[config.mk]
export PLATFORM = sky130hd
export DESIGN_NAME = mcyc_ctrl
export DESIGN_NICKNAME = d
export VERILOG_FILES = /design/src/rtl/mcc_pkg.sv /design/src/rtl/mcc_next.sv /design/src/rtl/mcc_strobe.sv /design/src/rtl/mcyc_ctrl.sv
export SDC_FILE = /design/constraint.sdc
export NUM_CORES = 1
export LEC_CHECK = 0
export CORE_MARGIN = 5
export CORE_UTILIZATION = 43
export CTS_CLUSTER_SIZE = 16
export DETAILED_ROUTE_END_ITERATION = 16
export PLACE_DENSITY_LB_ADDON = 0.12
export SLEW_MARGIN = 40
export SYNTH_ARGS = -nofsm -noshare
export SYNTH_HDL_FRONTEND = slang
export SYNTH_SLANG_ARGS = --single-unit
[constraint.sdc]
create_clock -name clk -period 4.7 [get_ports clk]
set_clock_uncertainty 0.15 [all_clocks]
set_input_delay 0.47 -clock clk [delete_from_list [all_inputs] [get_ports clk]]
set_output_delay 0.47 -clock clk [all_outputs]
set_load 0.03 [all_outputs]
[src/rtl/mcc_pkg.sv]
package mcc_pkg;
  localparam int OP_W = 4;
  localparam int FN_W = 3;
  localparam int ST_W = 4;
  localparam int AF_W = 4;

  typedef enum logic [ST_W-1:0] {
    S_FETCH  = 4'd0,
    S_DECODE = 4'd1,
    S_REXEC  = 4'd2,
    S_RFIN   = 4'd3,
    S_MADDR  = 4'd4,
    S_MREAD  = 4'd5,
    S_LFIN   = 4'd6,
    S_SFIN   = 4'd7,
    S_OEXEC  = 4'd8,
    S_IFIN   = 4'd9
  } state_t;

  localparam logic [OP_W-1:0] OPC_RTYPE = 4'b0000;
  localparam logic [OP_W-1:0] OPC_LOAD  = 4'b0001;
  localparam logic [OP_W-1:0] OPC_STORE = 4'b0010;
  localparam logic [OP_W-1:0] OPC_ORI   = 4'b0100;

  localparam logic [FN_W-1:0] FN_ADD = 3'b001;
  localparam logic [FN_W-1:0] FN_AND = 3'b011;

  localparam logic [AF_W-1:0] ALU_PASS = 4'b0000;
  localparam logic [AF_W-1:0] ALU_OR   = 4'b0001;
  localparam logic [AF_W-1:0] ALU_AND  = 4'b0010;
  localparam logic [AF_W-1:0] ALU_ADD  = 4'b0100;

  typedef struct packed {
    logic            pc_we;
    logic            npc_we;
    logic            ir_we;
    logic            rf_we;
    logic            aluout_we;
    logic            mem_we;
    logic            lmd_we;
    logic            dst_rd;
    logic            b_imm;
    logic            wb_mem;
    logic            imm_sext;
    logic [AF_W-1:0] alu;
  } strobe_t;
endpackage

[src/rtl/mcc_next.sv]
module mcc_next
  import mcc_pkg::*;
(
  input  state_t          cur,
  input  logic [OP_W-1:0] opcode,
  output state_t          nxt
);
  always_comb begin
    nxt = S_FETCH;
    unique case (cur)
      S_FETCH:  nxt = S_DECODE;
      S_DECODE: begin
        if (opcode == OPC_RTYPE)                            nxt = S_REXEC;
        else if (opcode == OPC_LOAD || opcode == OPC_STORE) nxt = S_MADDR;
        else if (opcode == OPC_ORI)                         nxt = S_OEXEC;
        else                                                nxt = S_FETCH;
      end
      S_REXEC:  nxt = S_RFIN;
      S_MADDR: begin
        if (opcode == OPC_LOAD)       nxt = S_MREAD;
        else if (opcode == OPC_STORE) nxt = S_SFIN;
        else                          nxt = S_FETCH;
      end
      S_MREAD:  nxt = S_LFIN;
      S_OEXEC:  nxt = S_IFIN;
      S_RFIN, S_LFIN, S_SFIN, S_IFIN: nxt = S_FETCH;
      default:  nxt = S_FETCH;
    endcase
  end
endmodule

[src/rtl/mcc_strobe.sv]
module mcc_strobe
  import mcc_pkg::*;
(
  input  state_t          st,
  input  logic [FN_W-1:0] func,
  output strobe_t         sb
);
  logic [AF_W-1:0] rfunc;

  always_comb begin
    unique case (func)
      FN_ADD:  rfunc = ALU_ADD;
      FN_AND:  rfunc = ALU_AND;
      default: rfunc = ALU_PASS;
    endcase
  end

  always_comb begin
    sb = '0;
    unique case (st)
      S_FETCH: begin
        sb.ir_we  = 1'b1;
        sb.npc_we = 1'b1;
      end
      S_REXEC: begin
        sb.aluout_we = 1'b1;
        sb.alu       = rfunc;
      end
      S_RFIN: begin
        sb.rf_we  = 1'b1;
        sb.dst_rd = 1'b1;
        sb.pc_we  = 1'b1;
      end
      S_MADDR: begin
        sb.imm_sext  = 1'b1;
        sb.b_imm     = 1'b1;
        sb.alu       = ALU_ADD;
        sb.aluout_we = 1'b1;
      end
      S_MREAD: sb.lmd_we = 1'b1;
      S_LFIN: begin
        sb.rf_we  = 1'b1;
        sb.wb_mem = 1'b1;
        sb.pc_we  = 1'b1;
      end
      S_SFIN: begin
        sb.mem_we = 1'b1;
        sb.pc_we  = 1'b1;
      end
      S_OEXEC: begin
        sb.b_imm     = 1'b1;
        sb.alu       = ALU_OR;
        sb.aluout_we = 1'b1;
      end
      S_IFIN: begin
        sb.rf_we = 1'b1;
        sb.pc_we = 1'b1;
      end
      default: sb = '0;
    endcase
  end
endmodule

[src/rtl/mcyc_ctrl.sv]
module mcyc_ctrl
  import mcc_pkg::*;
(
  input  logic            clk,
  input  logic            rst,
  input  logic [OP_W-1:0] opcode,
  input  logic [FN_W-1:0] func,
  output logic            pc_we,
  output logic            npc_we,
  output logic            ir_we,
  output logic            rf_we,
  output logic            aluout_we,
  output logic            mem_we,
  output logic            lmd_we,
  output logic            dst_from_rd,
  output logic            b_from_imm,
  output logic            wb_from_mem,
  output logic            imm_signed,
  output logic [AF_W-1:0] alu_op,
  output logic [ST_W-1:0] state_code
);
  state_t  state_q, state_n, dec_in;
  strobe_t sb_n, sb_q;

  mcc_next u_next (.cur(state_q), .opcode(opcode), .nxt(state_n));

  assign dec_in = rst ? S_FETCH : state_n;

  mcc_strobe u_strobe (.st(dec_in), .func(func), .sb(sb_n));

  always_ff @(posedge clk) begin
    state_q <= dec_in;
    sb_q    <= sb_n;
  end

  assign state_code  = state_q;
  assign pc_we       = sb_q.pc_we;
  assign npc_we      = sb_q.npc_we;
  assign ir_we       = sb_q.ir_we;
  assign rf_we       = sb_q.rf_we;
  assign aluout_we   = sb_q.aluout_we;
  assign mem_we      = sb_q.mem_we;
  assign lmd_we      = sb_q.lmd_we;
  assign dst_from_rd = sb_q.dst_rd;
  assign b_from_imm  = sb_q.b_imm;
  assign wb_from_mem = sb_q.wb_mem;
  assign imm_signed  = sb_q.imm_sext;
  assign alu_op      = sb_q.alu;

  AST_FETCH_TO_DECODE: assert property (@(posedge clk) disable iff (rst)
    state_code == 4'd0 |=> state_code == 4'd1);
  AST_LEGAL_CODE: assert property (@(posedge clk) disable iff (rst)
    state_code <= 4'd9);
  AST_IMM_WRITES_RESULT: assert property (@(posedge clk) disable iff (rst)
    b_from_imm |-> aluout_we);
  AST_LMD_BEFORE_LOAD_WB: assert property (@(posedge clk) disable iff (rst)
    state_code == 4'd6 |-> $past(lmd_we));
  AST_STORE_FROM_ADDR: assert property (@(posedge clk) disable iff (rst)
    mem_we |-> (state_code == 4'd7 && $past(state_code) == 4'd4));
  AST_FINISH_TO_FETCH: assert property (@(posedge clk) disable iff (rst)
    (state_code == 4'd3 || state_code == 4'd6 || state_code == 4'd7 || state_code == 4'd9)
    |=> state_code == 4'd0);
  AST_PC_ONLY_IN_FINISH: assert property (@(posedge clk) disable iff (rst)
    pc_we |-> (state_code == 4'd3 || state_code == 4'd6 || state_code == 4'd7 || state_code == 4'd9));
  AST_SINGLE_STORAGE_WRITE: assert property (@(posedge clk) disable iff (rst)
    $onehot0({ir_we, rf_we, mem_we, lmd_we}));
endmodule

==> results, run 1 <==
- The run finished with clean final reports.
- The number of instances in the synthesized netlist is 72.
- The first TritonRoute pass finished after 4 iterations.
- Dividing the detail-routed wire length by the instance count gives 12.5 um.
- The final cell count without fillers is 114.
- The ratio of cells with drive above 1 in the final layout is under 10%.
- The max-slew violation count was 0.
- The post-CTS setup buffer count is 0.
- The count of max-cap constraint violations is 0.
- The flip-flop and latch count after synthesis is 17.
- The adder and majority cell fraction of the synthesized area is 0%.
- The number of antenna violations at the first check in global routing is 0.
- The total global-route track usage is 12.7%.
- The number of buffers inserted by port buffering is 26.
- The number of warnings printed during yosys synthesis is 0.
- Adding up every negative setup slack in the final design gives 0 ps.
- 0 antenna diodes ended up in the layout.
- At the pin with the least slew margin, the transition time is 609 ps.
- The peak supply drop is 0.180 mV.
- The worst setup path is launched from an input pin.
- The simple-gate share of the synthesized area is 23.0%.
- The number of global-route vias before repair is 576.
- The TritonCTS clock tree is built.
- The clock latency on the worst-skew pair is ~280 ps.
- Including well taps, the total number of placed cells is 110.
- The pin count of the biggest net entering global routing is 11.
- The first routing iteration left 17 violations.
- The number of H-tree levels is 1.
- Ranked by total cell area, the synthesized netlist is headed by dfxtp_1 (50%), nor2_1 (5.0%), a2111oi_4 (4.1%).
- The number of gates given a new drive strength after cts is 0.
- The portion of total power attributed to combinational logic is 15.6%.
- The count of unique library cells instantiated by Yosys is 31.
- The die outline width is a little under 50 um.
- After clock tree synthesis, the clock-pin slew on the worst setup and hold paths is roughly 90 ps.
- The critical path is of the in -> reg type.
- Of the post-synthesis cell area, the part taken by muxes is 0%.
- The smallest clock period supported by the final layout is computed as roughly 2300 ps.
- The most common library cell in the layout ignoring fill and taps is clkdlybuf4s50_1.
- The top cell type's share of synthesized area is 50.1%.
- For this design, the CTS-stage hold fixing added 0 buffers.
- The synthesized area per cell is 9.44 um^2.
- For this run, the post-layout net count is approximately 110.
- The switching portion of total power is 25.4%.
- Summing the areas of all xor and xnor instances in the mapped netlist gives 1.29% of the synthesized area.
- The part of the cycle the worst path needs is 48.7%.
- Setup repair after global routing left no endpoint under its margin.
- The register with the most flip-flops in the layout has 4 of them.
- The post-synthesis sequential area ratio is between 50% and 60%.
- The start point of the critical path is opcode[1].
- For the worst setup path, the data arrival time is between 2000 and 2500 ps.
- The endpoint identified for the worst register-to-register timing path is alu_op[2].
- The routed design has 1420 um of wire.
- The DRC violation count after routing is 0.
- The count of antenna-violating nets left after detailed routing is 0.
- The sequential power share is 56.5%.
- After legalization and detailed placement, the total HPWL measured 1090 um.
- Across all register-to-register paths, the minimum setup slack is 2810 ps.
- The critical path endpoint category is a register.
- In this run the worst setup path terminates at rf_we.
- For this design the static power due to leakage is 0.371 nW.
- The count of final hold-check violations was 0.
- After synthesis, the largest family of logic cells by area is simple AND/OR/NAND/NOR gates.
- Cells fill 64.0% of the core in the end.
- The library cells used most frequently in the layout, excluding fill and tap cells, are clkdlybuf4s50_1 (26), dfxtp_1 (17), nor2_1 (9), inv_1 (6), nand2_1 (4).
- The area of the die is 0.00248 mm^2.
- Once the floorplan was initialized, standard cells occupied 45.1% of the core.
- The wire length of the first global-routing pass is 2500 um.
- The count of standard-cell rows is 14.
- The data required time at the worst endpoint is 4720 ps.
- The via count normalized by instance count is 5.26.
- The compound-gate portion of the synthesized area is around 18%.
- The height of the die is 49.8 um.
- The number of ports placed on the die boundary is 28.
- In this run the worst path has a maximum fanout of 10.
- The path class of the tightest hold or removal check is reg -> reg.
- After synthesis the cells add up to 679 um^2.
- The total overflow left after global routing is 0.
- The clock tree root driver cell is clkbuf_4.
- Headroom to the max-slew limit came out at 59.4%.
- The tightest hold path in the finished design has a slack of 490 ps.
- Of the total power, the clock network draws between 20% and 30%.
- In this run the deepest clock path goes through 2 buffers.
- The congestion estimate from routability-driven global placement came to about 0.78.
- The clock buffer count from CTS is 3.
- The number of nets in the synthesized netlist is 81.
- Static timing analysis puts the maximum clock frequency at 437 MHz.
- For this block, the via count after detailed routing is 600.
- The net switching component of the power is 0.0000679 W.
- Dividing total power by cell area gives a power density of 277 mW/mm^2.
- The floorplan step defined a core boundary enclosing 0.00151 mm^2.
- From synthesis to final layout, the design area changed by 41.8%.
- The internal portion of total power is 0.000199 W.
- The register with the most flip-flops in the final layout is state_code.
- Summed over all instances, the cell type with the most area after synthesis is dfxtp_1.
- The number of failing setup endpoints in the final timing report is 0.
- Counting every sink on the clock net gives 17.
- In this run the critical register-to-register path is launched from state_code[1].
- The depth of the most critical reg-to-reg path is 5.
==> worst max-delay path: stages <==
cell and delay (ps):
clkdlybuf4s50_1 530, xor2_1 200, o211ai_1 160, a2111oi_4 600
or2_4 250, o211ai_1 90
==> power groups by stage <==
stage / combinational [W] / clock (W) / sequential (W)
finish: 0.0000416 / 0.0000748 / 0.000151
global route: 0.0000443 / 0.0000871 / 0.000152
CTS: 0.0000417 / 0.0000777 / 0.000151
detailed placement: 0.0000415 / 0 / 0.000154
global placement: 0.0000415 / 0 / 0.000154
floorplan: 0.0000179 / 0 / 0.000160
==> metal layers <==
metal | wire length (um) | global-route usage [%] | vias to the layer above
met5 | 0 | 0 | -
met4 | 12 | 3.93 | 0
met3 | 124 | 6.33 | 2
met2 | 624 | 17.8 | 24
met1 | 660 | 17.0 | 270
li1 | - | - | 304
==> cells by family (layout without fill, tap and decap cells) <==
family	after synthesis	in the layout
DFF	17	17
xor gates and xnor gates	1	1
and+or+nand+nor	29	29
AOI/OAI and AO/OA	14	14
other	1	1
buffers and inverters	10	36
==> stage by stage <==
step	power [W]	setup WS (ps)	instance area [um^2]
final	0.000267	2410	963
after global routing	0.000283	2230	963
after CTS	0.000270	2440	963
after detailed placement	0.000196	2140	937
after global placement	0.000196	2100	937
after floorplan	0.000178	2720	679
==> synth_stat cells <==
cell / number
inv_1: 6
nand2b_1: 1
nor2_1: 9
a2111oi_4: 1
o21a_1: 1
or2_2: 1
o21ba_2: 1
and2b_1: 1
clkbuf_1: 2
dfxtp_1: 17
nand2_1: 4
buf_4: 2
nand4_1: 2
nand3b_1: 1
xor2_1: 1
o31ai_1: 1
or4_1: 1
nor4b_1: 2
nor4_1: 2
a32o_1: 1
o211ai_1: 2
a211oi_1: 1
nor3_1: 3
or2_4: 1
o2111ai_1: 1
a21oi_1: 2
and3_1: 1
o211a_1: 1
o21ai_0: 1
conb_1: 1
a31oi_1: 1
==> worst min path at each step <==
stage                        startpoint   endpoint  slack [ps]  cells past startpoint
final                     state_code[0]  alu_op[0]         490                      2
after global routing      state_code[0]  alu_op[0]         550                      2
after CTS                 state_code[0]  alu_op[0]         490                      2
after detailed placement  state_code[0]  alu_op[0]         470                      2
after global placement    state_code[0]  alu_op[0]         470                      2
after floorplan                     rst  alu_op[0]         400                      1
==> area by class of cell <==
cell class,count,area [um^2]
Sequential cell,17,340
Tap cell,16,20.0
Timing Repair Buffer,26,260
Clock buffer,4,26.3
Inverter,6,22.5
Multi-Input combinational cell,45,294
Fill cell,138,543
No activity file was read; power rests on OpenSTA's default activity.
==> run 2, diff against run 1 <==
CORE_UTILIZATION = 36   (was 43)
clock period = 2.1 ns   (was 4.7 ns; I/O delays follow)
==> results, run 2 (same netlist as run 1, synthesis figures left out) <==
- The worst setup slack before clock tree synthesis came to -127 ps (was 2140 ps).
- The number of failing setup endpoints in the final timing report came to 0 (unchanged).
- The DRC violation count after routing is 0 (unchanged).
- The critical-path maximum fanout is 6 (was 10).
- The part of the cycle the worst path needs is 92.3%.
- The wire length of the first global-routing pass is 2570 um (was 2500 um).
- The worst hold margin came to 374 ps (was 490 ps).
- The post-CTS setup buffer count is 0 (unchanged).
- The number of buffers inserted by port buffering is 26 (unchanged).
- The clock transition time at the flip-flop clock pins of the worst setup and hold paths is 90 ps (about the same).
- The height of the die is 53.4 um (was 49.8 um).
- The die outline width came to 53.4 um (was 49.8 um).
- The pin count of the biggest net entering global routing is 11 (unchanged).
- The placeable core region is 0.00176 mm^2 (was 0.00151 mm^2).
- The peak supply drop is 0.280 mV (was 0.180 mV).
- The achievable frequency is 516 MHz.
- The standby leakage power is 0.404 nW (was 0.371 nW).
- The first-pass detailed-route iteration total came to 4 (unchanged).
- The number of buffers and inverters on the critical path came to 2 (was 1).
- The class of the tightest hold or removal check is in -> reg (was reg -> reg).
- The switching portion of total power came to 26.2% (was 25.4%).
- The wire length per cell is 11.6 um (was 12.5 um).
- The final weighted congestion of routability-driven global placement is 0.763 (was 0.784).
- The clock tree root driver cell is clkbuf_4 (unchanged).
- The final cell count without fillers is 129 (was 114).
- The number of H-tree levels was 1 (unchanged).
- The clock net sink count is 17 (unchanged).
- The cell area reported after detailed placement is 993 um^2 (was 937 um^2).
- The total length of routed wires was 1500 um (was 1420 um).
- The count of antenna-violating nets left after detailed routing was 0 (unchanged).
- The cell type group with the largest total delay on the critical path is compound AO/OA/AOI/OAI gates (unchanged).
- Crit path cell chain: clkdlybuf4s50_1, xor2_1, o211ai_1, a2111oi_4, buf_4, nand3b_1, o211ai_1 (was clkdlybuf4s50_1, xor2_1, o211ai_1, a2111oi_4, or2_4, o211ai_1).
- The total global-route track usage is 12.5% (was 12.7%).
- The initial standard-cell utilization of the core is 38.5% (was 45.1%).
- The placed wire-length estimate after detailed placement is 1170 um (was 1090 um).
- The cell type with the highest occurrence count on the critical path is o211ai_1 (unchanged).
- The critical path's largest stage delay is 530 ps (was 600 ps).
- The via count normalized by instance count is 4.73 (was 5.26).
- The number of ports placed on the die boundary is 28 (unchanged).
- The sum of internal, switching and leakage power came to 0.000606 W (was 0.000267 W).
- The smallest clock period supported by the final layout is computed as approximately 1900 ps.
- The count of max-cap constraint violations is 0 (unchanged).
- The total vias in the final route was 610 (was 600).
- The count of antenna diodes in the layout is 0 (unchanged).
- The number of flip-flops under the largest register name came to 4 (unchanged).
- The maximum count of clock buffers along a single path is 2 (unchanged).
- Status: finished clean (unchanged).
- The area added between synthesis and finish is 50.3% (was 41.8%).
- The number of antenna violations at the first check in global routing is 0 (unchanged).
- The cts-stage hold buffer count came to 0 (unchanged).
- The classification of the worst setup path is in -> reg (unchanged).
- The count of final hold-check violations is 0 (unchanged).
- The clock share of power is 28.0% (about the same).
- The data required time at the worst endpoint is 2160 ps (was 4720 ps).
- The internal portion of total power is 0.000447 W (was 0.000199 W).
- The count of standard-cell rows came to 15 (was 14).
- The ratio of cells with drive above 1 in the final layout came to 13.5% (was 7.14%).
- The library cell contributing the largest single delay on the critical path is clkdlybuf4s50_1 (was a2111oi_4).
- The number of gates given a new drive strength after cts is 0 (unchanged).
- Leading cell types in the layout, fill and taps excluded: clkdlybuf4s50_1 (26), dfxtp_1 (17), nor2_1 (9), inv_1 (6), buf_4 (6) (was clkdlybuf4s50_1 (26), dfxtp_1 (17), nor2_1 (9), inv_1 (6), nand2_1 (4)).
- The total power density per cell area is 594 mW/mm^2 (was 277 mW/mm^2).
- The net switching component of the power is 0.000159 W (was 0.0000679 W).
- The total overflow reported by the global router is 0 (unchanged).
- The register with the most flip-flops is state_code (unchanged).
- The TritonCTS clock tree is built (unchanged).
- The clock buffer count from CTS is 3 (unchanged).
- Unrepaired setup endpoints after global routing: no (unchanged).
- The area of the die was 0.00286 mm^2 (was 0.00248 mm^2).
- The sort of element at the start of the critical path is an input pin (unchanged).
- The sequential power share is 55.8% (was 56.5%).
- The critical path endpoint category is a register (unchanged).
- The clock latency on the worst-skew pair is 280 ps (about the same).
- The final-layout fill cell count is 162 (was 138).
- The portion of total power attributed to combinational logic came to 16.2% (was 15.6%).
- The setup slack after layout is 162 ps (was 2410 ps).
- The data arrival time of the critical path is 2000 ps (was 2310 ps).
- The number of global-route vias before repair is 595 (was 576).
- The max-slew violation count is 0 (unchanged).
- The violation count after the first detailed-routing iteration is 15 (was 17).
- The most common library cell in the layout ignoring fill and taps is clkdlybuf4s50_1 (unchanged).
- The total non-filler cell area in the finished layout is 0.00102 mm^2 (was 963 um^2).
- The final layout net count came to 114 (was 108).
- The total instance count after detailed placement is 125 (was 110).
## run 2: cell types whose count changed in the layout (fill, tap and decap cells not counted), sizes merged
| cell | before | now |
|---|---|---|
| clkinv | 0 | 1 |
| buf | 0 | 6 |
| clkbuf | 4 | 3 |
## run 2: worst reg2reg max path, cell delays in order, from the launching register on
cell     delay (ps)
dfxtp_1         500
inv_1           120
nand4_1         130
o31ai_1          80
buf_4           160
or4_1           500
a21oi_1         160
## run 2: cell type report
cell class / count / area (um^2) / share of cell area, %
tap: 25 / 31.3 / 3.06
sequential: 17 / 340 / 33.3
inverter: 6 / 22.5 / 2.21
multi-input combinational: 45 / 294 / 28.8
clock buffer: 3 / 22.5 / 2.21
timing repair buffer: 32 / 305 / 29.9
clock inverter: 1 / 5.00 / 0.490
## run 2: per-stage QoR
step,setup TNS (ps),utilization (%)
after floorplan,0,-
after global placement,-166,56.3
after detailed placement,-547,56.3
after CTS,0,57.9
after global routing,0,57.9
final,0,57.9
## run 2: path summary, 6_finish.rpt
check / startpoint / end / slack, ps / depth (start not counted)
worst max-delay path: opcode[0] / rf_we / 160 / 7
worst min-delay path: func[1] / alu_op[1] / 370 / 2
worst max register to register: state_code[1] / alu_op[2] / 230 / 6
worst min register to register: state_code[0] / alu_op[0] / 500 / 2
## run 2: layer usage
layer  vias to the layer above  global-route usage [%]  share of wire (%)
met1                       277                    15.7                 47
li1                        315                       -                  -
met4                         0                    6.38               0.67
met3                         2                    2.82                5.1
met2                        16                    19.8                 47
met5                         -                       0                  0
## run 2: power by group through the flow
| stage | registers [W] | clock network, W | logic (W) |
|---|---|---|---|
| final | 0.000338 | 0.000170 | 0.0000982 |
| after global routing | 0.000340 | 0.000200 | 0.000105 |
| after global placement | 0.000345 | 0 | 0.0000978 |
| after floorplan | 0.000358 | 0 | 0.0000402 |
| after CTS | 0.000338 | 0.000177 | 0.0000988 |
| after detailed placement | 0.000346 | 0 | 0.0000983 |
==> run 3, diff against run 2 <==
clock period = 1.7 ns   (was 2.1 ns; I/O delays follow)
==> results, run 3 (same netlist as run 1, synthesis figures left out) <==
- The data required time at the worst endpoint is 1770 ps (was 2160 ps).
- The pin count of the biggest net entering global routing is 10 (was 11).
- The worst hold endpoint is alu_op[0] (was alu_op[1]).
- The class of the tightest hold or removal check is in -> reg (unchanged).
- The maximum count of clock buffers along a single path is 2 (unchanged).
- The number of cells on the worst hold path is 5 (was 2).
- The critical-path maximum fanout came to 4 (was 6).
- The number of failing setup endpoints in the final timing report is 1 (was 0).
- The total length of routed wires came to 1720 um (was 1500 um).
- The count of standard-cell rows is 15 (unchanged).
- The TritonCTS clock tree is built (unchanged).
- The count of antenna diodes in the layout is 0 (unchanged).
- The total global-route track usage came to 13.1% (was 12.5%).
- The met3 track demand over resource is 6.20% (was 2.82%).
- The achievable frequency is 565 MHz.
- The final weighted congestion of routability-driven global placement was 0.746 (was 0.763).
- Of the available clock period, the critical path in the final layout requires 104%.
- The critical path endpoint category is a register (unchanged).
- The classification of the worst setup path is reg -> reg (was in -> reg).
- The area of the die is 0.00286 mm^2 (unchanged).
- The count of max-cap constraint violations is 0 (unchanged).
- The count of antenna-violating nets left after detailed routing came to 0 (unchanged).
- The cell type group with the largest total delay on the critical path is simple AND/OR/NAND/NOR gates (was compound AO/OA/AOI/OAI gates).
- The DRC violation count after routing is 0 (unchanged).
- The data arrival time of the critical path was 1840 ps (was 2000 ps).
- The sum of internal, switching and leakage power was 0.000762 W (was 0.000606 W).
- The number of global-route vias before repair came to 630 (was 595).
- The setup slack of the most critical reg-to-reg path came to -70 ps (was 230 ps).
- Unrepaired setup endpoints after global routing: yes (was no).
- The clock net sink count came to 17 (unchanged).
- The clock tree root driver cell is clkbuf_4 (unchanged).
- The placeable core region was 0.00176 mm^2 (unchanged).
- The setup slack after layout came to -70.5 ps (was 162 ps).
- Crit path cell chain: buf_4, nor2_2, nand4_1, o31ai_2, buf_4, or4_4, a21oi_2 (was clkdlybuf4s50_1, xor2_1, o211ai_1, a2111oi_4, buf_4, nand3b_1, o211ai_1).
- The sort of element at the start of the critical path is a register (was input pin).
- The multi-input logic area is 339 um^2 (was 294 um^2).
- The first-pass detailed-route iteration total came to 4 (unchanged).
- The max-slew violation count is 0 (unchanged).
- The placed wire-length estimate after detailed placement is 1320 um (was 1170 um).
- The standby leakage power is 0.510 nW (was 0.404 nW).
- The ratio of cells with drive above 1 in the final layout is 35.6% (was 13.5%).
- The cts-stage hold buffer count is 0 (unchanged).
- The wire length of the first global-routing pass was 2710 um (was 2570 um).
- The total power density per cell area is 653 mW/mm^2 (was 594 mW/mm^2).
- The number of H-tree levels is 1 (unchanged).
- The met1 routing resource usage after global routing came to 16.7% (was 15.7%).
- The final-layout fill cell count is 148 (was 162).
- The peak supply drop is 0.615 mV (was 0.280 mV).
- The wire length per cell was 12.0 um (was 11.6 um).
- The global routing's busiest layer is met2 (unchanged).
- The depth of the most critical reg-to-reg path is 7 (was 6).
- The utilization after layout is 66.1% (was 57.9%).
- The final layout net count is 128 (was 114).
- Status: finished, violations left (was finished clean).
- The die outline width is 53.4 um (unchanged).
- The total area of sequential cells was 350 um^2 (was 340 um^2).
- The startpoint of the lowest-slack register-to-register path is state_code[0] (was state_code[1]).
- The cell type with the highest occurrence count on the critical path is buf_4 (was o211ai_1).
- The number of buffers inserted by port buffering came to 26 (unchanged).
- The number of flip-flops under the largest register name is 4 (unchanged).
- The height of the die came to 53.4 um (unchanged).
- The met2 layer usage reported by global route is 20.6% (was 19.8%).
- The final reports fail on setup timing.
- The violation count after the first detailed-routing iteration is 15 (unchanged).
- The clock transition time at the flip-flop clock pins of the worst setup and hold paths is 90 ps (about the same).
- The initial standard-cell utilization of the core came to 38.5% (unchanged).
- The hold path startpoint was opcode[1] (was func[1]).
- The most common library cell in the layout ignoring fill and taps is buf_4 (was clkdlybuf4s50_1).
- The number of buffers and inverters on the critical path is 2 (unchanged).
- The total overflow reported by the global router is 0 (unchanged).
- The critical register-to-register path endpoint is alu_op[2] (unchanged).
- The register with the most flip-flops is state_code (unchanged).
- The number of ports placed on the die boundary is 28 (unchanged).
- The area added between synthesis and finish is 71.6% (was 50.3%).
- The clock buffer count from CTS came to 3 (unchanged).
- The library cell contributing the largest single delay on the critical path was or4_4 (was clkdlybuf4s50_1).
- Leading cell types in the layout, fill and taps excluded: buf_4 (19), clkdlybuf4s50_1 (18), dfxtp_1 (13), nor2_1 (8) (was clkdlybuf4s50_1 (26), dfxtp_1 (17), nor2_1 (9), inv_1 (6), buf_4 (6)).
- The critical path's largest stage delay was 530 ps (about the same).
- The count of final hold-check violations is 0 (unchanged).
- The total vias in the final route came to 700 (was 610).
- The number of antenna violations at the first check in global routing is 0 (unchanged).
- The post-layout minimum cycle time is 1770 ps.
- The clock latency on the worst-skew pair is 280 ps (about the same).
- The via count normalized by instance count was 4.90 (was 4.73).
==> run 3: cell count changes in the layout (fill, tap and decap cells not counted), moves of 4 or more <==
cell | before | now
dlygate4sd2_1 | 0 | 6
buf_4 | 6 | 19
clkdlybuf4s50_1 | 26 | 18
dfxtp_1 | 17 | 13
==> run 3: what timing repair did <==
action	4_1_cts	5_1_grt
pin swaps	3	7
endpoints found under the setup margin	16	8
buffers inserted	0	3
resized for setup	10	13
hold endpoints to repair	0	0
==> run 3: worst max path at each step <==
stage,from,to,slack (ps),depth (start not counted)
2_1_floorplan,state_code[0],rf_we,-60,5
3_3_place_gp,opcode[0],alu_op[2],-490,6
3_5_place_dp,opcode[0],alu_op[2],-530,6
4_1_cts,state_code[2],alu_op[2],-110,5
5_1_grt,state_code[0],alu_op[2],-160,5
6_report,state_code[0],alu_op[2],-70,7
==> run 3: through the flow <==
stage	hold WS, ps	TNS [ps]	area [um^2]	setup WS, ps	cells
global placement	387	-4250	1080	-486	136
finish	244	-70.5	1170	-70.5	143
global route	245	-209	1170	-163	143
floorplan	96.8	-156	699	-62.5	72
CTS	311	-112	1110	-112	140
detailed placement	389	-5070	1080	-532	136
==> run 3: cell type report <==
class	instances	area share [%]
flip-flops and latches	17	30.0
repair buffers	46	34.0
clock buffers	4	2.25
well taps	25	2.68
multi-input cells	45	29.1
inverters	6	1.93
==> run 3: worst reg2reg max path, cell delays in order (launching register included) <==
cell and delay [ps]:
dfxtp_4 360, buf_4 130, nor2_2 40, nand4_1 130, o31ai_2 80, buf_4 150
or4_4 530, a21oi_2 140
==> run 3: per-layer routing <==
| layer | vias to the layer above | part of all wire [%] |
|---|---|---|
| li1 | 346 | - |
| met1 | 325 | 43 |
| met2 | 25 | 49 |
| met3 | 4 | 6.5 |
| met4 | 0 | 1.6 |
| met5 | - | 0 |
==> run 3: power breakdown <==
part	internal [W]	switching, W
logic	0.0000692	0.0000764
registers	0.000406	0.00000624
clock network	0.0000910	0.000112
